$ cat src/rtl/tw_pkg.sv
package tw_pkg;
  localparam int VA_W    = 32;
  localparam int PA_W    = 36;
  localparam int ENT_W   = 32;
  localparam int ALIGN_W = 6;
  localparam int BASE_W  = PA_W - ALIGN_W;
  localparam int PPN_W   = 24;
  localparam int ATTR_W  = 6;
  localparam int LVL_W   = 2;

  typedef enum logic [1:0] {
    ENT_INVALID = 2'd0,
    ENT_PTR     = 2'd1,
    ENT_LEAF    = 2'd2,
    ENT_RSVD    = 2'd3
  } ent_kind_e;

  typedef enum logic [1:0] {
    FLT_NONE    = 2'd0,
    FLT_INVALID = 2'd1,
    FLT_RSVD    = 2'd2,
    FLT_DEPTH   = 2'd3
  } flt_kind_e;

  typedef enum logic {
    S_IDLE = 1'b0,
    S_WAIT = 1'b1
  } walk_state_e;
endpackage

$ cat src/rtl/tw_addr_gen.sv
module tw_addr_gen
  import tw_pkg::*;
#(
  parameter int CTX_W = 8
) (
  input  logic [LVL_W-1:0]  level,
  input  logic [BASE_W-1:0] base,
  input  logic [CTX_W-1:0]  ctx,
  input  logic [VA_W-1:0]   va,
  output logic [PA_W-1:0]   addr
);
  localparam int IW = (CTX_W > 8) ? CTX_W : 8;

  logic [IW-1:0] idx;

  always_comb begin
    case (level)
      2'd0:    idx = IW'(ctx);
      2'd1:    idx = IW'(va[31:24]);
      2'd2:    idx = IW'(va[23:18]);
      default: idx = IW'(va[17:12]);
    endcase
    addr = {base, {ALIGN_W{1'b0}}} + PA_W'({idx, 2'b00});
  end
endmodule

$ cat src/rtl/tw_entry_decode.sv
module tw_entry_decode
  import tw_pkg::*;
(
  input  logic [ENT_W-1:0]  entry,
  output ent_kind_e         kind,
  output logic [BASE_W-1:0] next_base,
  output logic [PPN_W-1:0]  ppn,
  output logic [ATTR_W-1:0] attr
);
  assign kind      = ent_kind_e'(entry[1:0]);
  assign next_base = entry[ENT_W-1:2];
  assign ppn       = entry[ENT_W-1:8];
  assign attr      = entry[7:2];
endmodule

$ cat src/rtl/tw_pa_compose.sv
module tw_pa_compose
  import tw_pkg::*;
(
  input  logic [LVL_W-1:0] level,
  input  logic [PPN_W-1:0] ppn,
  input  logic [VA_W-1:0]  va,
  output logic [PA_W-1:0]  pa
);
  always_comb begin
    case (level)
      2'd0:    pa = {ppn[23:20], va[31:0]};
      2'd1:    pa = {ppn[23:12], va[23:0]};
      2'd2:    pa = {ppn[23:6],  va[17:0]};
      default: pa = {ppn,        va[11:0]};
    endcase
  end
endmodule

$ cat src/rtl/tablewalk_unit.sv
module tablewalk_unit
  import tw_pkg::*;
#(
  parameter int CTX_W = 8
) (
  input  logic              clk,
  input  logic              rst,
  input  logic              req_valid,
  output logic              req_ready,
  input  logic [31:0]       req_va,
  input  logic [CTX_W-1:0]  req_ctx,
  input  logic [29:0]       root_ptr,
  output logic              mem_req,
  output logic [35:0]       mem_addr,
  input  logic              mem_rsp_valid,
  input  logic [31:0]       mem_rsp_data,
  output logic              done,
  output logic              fault,
  output logic [1:0]        fault_kind,
  output logic [1:0]        walk_level,
  output logic [35:0]       pa,
  output logic [5:0]        attr
);
  localparam logic [LVL_W-1:0] LAST_LVL = LVL_W'(3);

  walk_state_e       state;
  logic [VA_W-1:0]   va_q;
  logic [LVL_W-1:0]  lvl_q;

  ent_kind_e         ent_kind;
  logic [BASE_W-1:0] ent_base;
  logic [PPN_W-1:0]  ent_ppn;
  logic [ATTR_W-1:0] ent_attr;

  logic [LVL_W-1:0]  gen_level;
  logic [BASE_W-1:0] gen_base;
  logic [PA_W-1:0]   gen_addr;
  logic [PA_W-1:0]   leaf_pa;

  assign gen_level = (state == S_IDLE) ? '0 : lvl_q + 1'b1;
  assign gen_base  = (state == S_IDLE) ? root_ptr : ent_base;
  assign req_ready = (state == S_IDLE);

  tw_addr_gen #(.CTX_W(CTX_W)) u_addr (
    .level(gen_level), .base(gen_base), .ctx(req_ctx), .va(va_q), .addr(gen_addr)
  );

  tw_entry_decode u_dec (
    .entry(mem_rsp_data), .kind(ent_kind), .next_base(ent_base),
    .ppn(ent_ppn), .attr(ent_attr)
  );

  tw_pa_compose u_pa (
    .level(lvl_q), .ppn(ent_ppn), .va(va_q), .pa(leaf_pa)
  );

  always_ff @(posedge clk) begin
    if (rst) begin
      state      <= S_IDLE;
      va_q       <= '0;
      lvl_q      <= '0;
      mem_req    <= 1'b0;
      mem_addr   <= '0;
      done       <= 1'b0;
      fault      <= 1'b0;
      fault_kind <= FLT_NONE;
      walk_level <= '0;
      pa         <= '0;
      attr       <= '0;
    end else begin
      mem_req <= 1'b0;
      done    <= 1'b0;
      case (state)
        S_IDLE: begin
          if (req_valid) begin
            va_q     <= req_va;
            lvl_q    <= '0;
            mem_req  <= 1'b1;
            mem_addr <= gen_addr;
            state    <= S_WAIT;
          end
        end
        default: begin
          if (mem_rsp_valid) begin
            if (ent_kind == ENT_PTR && lvl_q != LAST_LVL) begin
              lvl_q    <= lvl_q + 1'b1;
              mem_req  <= 1'b1;
              mem_addr <= gen_addr;
            end else begin
              done       <= 1'b1;
              walk_level <= lvl_q;
              state      <= S_IDLE;
              if (ent_kind == ENT_LEAF) begin
                fault      <= 1'b0;
                fault_kind <= FLT_NONE;
                pa         <= leaf_pa;
                attr       <= ent_attr;
              end else begin
                fault <= 1'b1;
                pa    <= '0;
                attr  <= '0;
                case (ent_kind)
                  ENT_INVALID: fault_kind <= FLT_INVALID;
                  ENT_RSVD:    fault_kind <= FLT_RSVD;
                  default:     fault_kind <= FLT_DEPTH;
                endcase
              end
            end
          end
        end
      endcase
    end
  end

  assert_read_pulse_R8: assert property (@(posedge clk) disable iff (rst)
    mem_req |=> !mem_req);
  assert_no_read_while_pending_R8: assert property (@(posedge clk) disable iff (rst)
    (state == S_WAIT && !mem_rsp_valid) |=> !mem_req);
  assert_read_aligned_R2: assert property (@(posedge clk) disable iff (rst)
    mem_req |-> (mem_addr[1:0] == 2'b00));
  assert_done_pulse_R10: assert property (@(posedge clk) disable iff (rst)
    done |=> !done);
  assert_fault_zero_result_R10: assert property (@(posedge clk) disable iff (rst)
    (done && fault) |-> (pa == '0 && attr == '0));
  assert_fault_coded_R4: assert property (@(posedge clk) disable iff (rst)
    done |-> (fault == (fault_kind != 2'd0)));
  assert_busy_holds_va_R9: assert property (@(posedge clk) disable iff (rst)
    !req_ready |=> $stable(va_q));
endmodule

$ cat config.mk
export PLATFORM = sky130hd
export DESIGN_NAME = tablewalk_unit
export DESIGN_NICKNAME = d
export VERILOG_FILES = /design/src/rtl/tw_pkg.sv /design/src/rtl/tw_addr_gen.sv /design/src/rtl/tw_entry_decode.sv /design/src/rtl/tw_pa_compose.sv /design/src/rtl/tablewalk_unit.sv
export SDC_FILE = /design/constraint.sdc
export NUM_CORES = 1
export LEC_CHECK = 0
export ABC_CLOCK_PERIOD_IN_PS = 7400
export CAP_MARGIN = 20
export CORE_MARGIN = 2
export CORE_UTILIZATION = 42
export DETAILED_ROUTE_END_ITERATION = 8
export DONT_BUFFER_PORTS = 1
export HOLD_SLACK_MARGIN = 0.06
export PLACE_DENSITY_LB_ADDON = 0.15
export SETUP_SLACK_MARGIN = 0.15
export SYNTH_ARGS = -nofsm -noshare
export SYNTH_HDL_FRONTEND = slang
export SYNTH_SLANG_ARGS = --single-unit
$ cat constraint.sdc
create_clock -name clk -period 7.4 [get_ports clk]
set_clock_uncertainty 0.15 [all_clocks]
set_input_delay 0.74 -clock clk [delete_from_list [all_inputs] [get_ports clk]]
set_output_delay 0.74 -clock clk [all_outputs]
set_load 0.02 [all_outputs]
==> results.py <==
metrics = {
    "yosys": {
        "synth_top_family_by_area": "compound AO/OA/AOI/OAI gates",
        "synth.area.top_cells": "dfxtp_1 40%, nand2_1 7.6%, a21oi_1 4.7%, mux2i_1 3.7%, a22o_1 3.6%",
        "synth-edff-count": 0,
        "synthArstFlopShare_pct": 0,
        "synthCells": 681,
        "ys_warn_count": 0,
        "syn_avg_cell_area_um2": 8.64,
        "synth_common_cells": "119 x nand2_1, 118 x dfxtp_1, 55 x a21oi_1",
        "ys_ff_latch": 118,
        "synth-simple-area-share_pct": 21.6,
        "synth-main-ff-cell": "dfxtp_1",
        "synthesis.area_um2": 5890,
        "synthMuxAreaShare_pct": 6.99,
        "synth_compound_area_share_pct": 23.1,
        "synthAdderAreaFrac_pct": 2.04,
        "yosysTopAreaCellShare_pct": 40.1,
        "synth_most_common_cell": "nand2_1",
        "synth-xor-area-share_pct": 1.19,
        "synth_cell_types": 65,
        "yosysSeqAreaShare_pct": 40.1,
        "yosys.area.top_type": "dfxtp_1",
    },
    "run": {
        "max_cap_violations": 0,
    },
    "sta": {
        "fin_setup_tns_ns": 0,
        "fmax_mhz": 226,
        "slew_violations": 0,
        "fin_crit_ns": 4.43,
        "hold_viol": 0,
        "fin_crit_sh_pct": 59.9,
        "rsz0062_at_grt": "no",
        "setup_viol": 0,
        "slew_headroom_pct": 43.7,
        "worst_pin_slew_ns": 0.844,
    },
    "global_route": {
        "grt_pass1_wl_um": 28200,
        "antenna_found_initial": 0,
        "grt_usage_pct": 25.2,
        "grt_overflow_total": 0,
        "grt_start_max_net_pins": 74,
        "grt_pass1_vias": 4907,
    },
    "drt": {
        "route.vias.total": 5157,
        "wl_met3_um": 1970,
        "wirelength_um": 19000,
        "met2_length_um": 8440,
        "wl_met1_um": 7990,
        "detail_route.vias_per_cell": 6.07,
        "topRoutingLayerUsed": "met4",
        "drc_errors": 0,
        "drt_iter0_drc": 371,
        "detail-route-antenna-nets": 0,
        "routedWlPerCell_um": 22.3,
        "drtPass1Iterations": 5,
    },
    "floorplanning": {
        "coreArea_um2": 13800,
        "initial_utilization_pct": 42.7,
        "die_area_um2": 15000,
        "io-pin-count": 192,
        "die_h_um": 122,
        "num_rows": 43,
        "fp.dieW_um": 122,
    },
    "cts": {
        "cts_hold_buf": 0,
        "cts_sinks": 118,
        "htree_levels": 4,
        "numCtsBuffers": 17,
        "post-cts-setup-buffers": 0,
        "clk_latency_ns": 0.42,
        "cts.repair.resized": 0,
        "tritoncts": "yes",
        "cts-root-buf": "clkbuf_16",
        "cts.path.max_buffers": 2,
        "path_clk_slew_ns": 0.06,
    },
    "power": {
        "power_density_nw_per_um2": 268,
        "ir_worst_vdd_v": 0.000153,
        "p_leak_nw": 2.44,
        "post-layout-total-power_mw": 1.76,
    },
    "placed_design": {
        "dp_hpwl_um": 13900,
        "place_congestion": 0.896,
        "place.port_buffers": 0,
    },
    "layout": {
        "diodes": 0,
        "regArea_um2": 2360,
        "final_layout_size_suffix_gt1_share_pct": 11.8,
        "multi_input_area_um2": 3270,
        "area_growth_pct": 11.7,
        "fin_nets": 771,
        "nFillCells": 1379,
    },
    "worst_setup_path": {
        "crit_required_ns": 7.61,
        "start_kind": "register",
        "critPathCaptureType": "register",
        "cp_data_arrival_time_ns": 4.64,
        "path_class": "register to register",
        "worstPathMaxFanout": 16,
    },
    "worst_hold_path": {
        "min_path_type": "input pin to register",
    },
    "status": {
        "run_status": "completed",
    },
}
-- path summary, 6_finish.rpt --
check                        startpoint                         end  slack (ns)  depth (start not counted)
setup reg to reg  lvl_q[0]$_SDFFE_PP0P_   mem_addr[32]$_SDFFE_PP0P_        2.97                         13
hold / removal                      rst  fault_kind[1]$_SDFFE_PP0P_        0.24                          1
hold reg to reg    va_q[0]$_SDFFE_PP0P_        va_q[0]$_SDFFE_PP0P_        0.30                          2
setup / recovery  lvl_q[0]$_SDFFE_PP0P_   mem_addr[32]$_SDFFE_PP0P_        2.97                         13
-- flip-flops by register name, indices dropped and copies added, names as in the netlist --
| name | cells |
|---|---|
| va_q | 32 |
| attr | 6 |
| done | 1 |
| pa | 36 |
| mem_addr | 34 |
| state | 1 |
| lvl_q | 2 |
| mem_req | 1 |
| fault_kind | 2 |
| walk_level | 2 |
| fault | 1 |
-- kinds of logic after synthesis --
group | Yosys count
other | 1
AOI/OAI and AO/OA | 197
muxes | 39
buffers and inverters | 61
xor gates and xnor gates | 8
adders and majority gates | 9
DFF | 118
and+or+nand+nor | 248
-- layout by cell type, fill, tap and decap left out, types with 12 or more instances in the layout --
cell and count:
a22oi_1 21, a211oi_1 12, a22o_1 24, nand2_1 119, o21ai_0 33, nor2_1 24, clkbuf_16 17, nor3_1 13
nand3_1 26, o22ai_1 12, dfxtp_1 117, mux2i_1 22, a21oi_1 54, mux2_2 17
-- metrics by stage --
stage	hold slack [ns]	setup WS, ns	std cells	utilization, %	cell area (um^2)
after CTS	0.228	3.06	848	47.5	6550
final	0.242	2.97	849	47.7	6580
after floorplan	0.286	3.27	682	-	5890
after detailed placement	0.293	3.06	816	43.1	5930
after global routing	0.233	2.71	849	47.7	6580
after global placement	0.286	3.23	816	43.1	5930
-- critical path: stages (launching register included) --
cell      delay, ns
dfxtp_1        0.59
inv_1          0.16
ha_1           0.65
mux2_2         0.25
o22ai_1        0.06
a21oi_1        0.21
ha_1           0.22
inv_1          0.06
fa_1           0.38
nand2b_1       0.23
a221oi_4       0.49
nand4_4        0.24
or4b_1         0.56
nand3_1        0.10
-- metal layers --
metal | track usage [%] | vias up
li1 | - | 2453
met1 | 31.1 | 2432
met3 | 11.0 | 33
met5 | 0 | -
met4 | 10.7 | 0
met2 | 38.3 | 239
-- report_power, final --
part	switching (mW)	leakage, nW	internal [mW]
registers	0.0481	0.963	0.666
clock network	0.315	0.293	0.540
logic	0.118	1.18	0.0762
-- cell type report --
class	instances	share of cell area (%)
clock buffers	18	6.68
flip-flops and latches	118	35.9
well taps	180	3.42
repair buffers	7	1.10
clock inverters	14	2.66
multi-input cells	503	49.7
inverters	9	0.514
(Power assumes the default switching activity.)
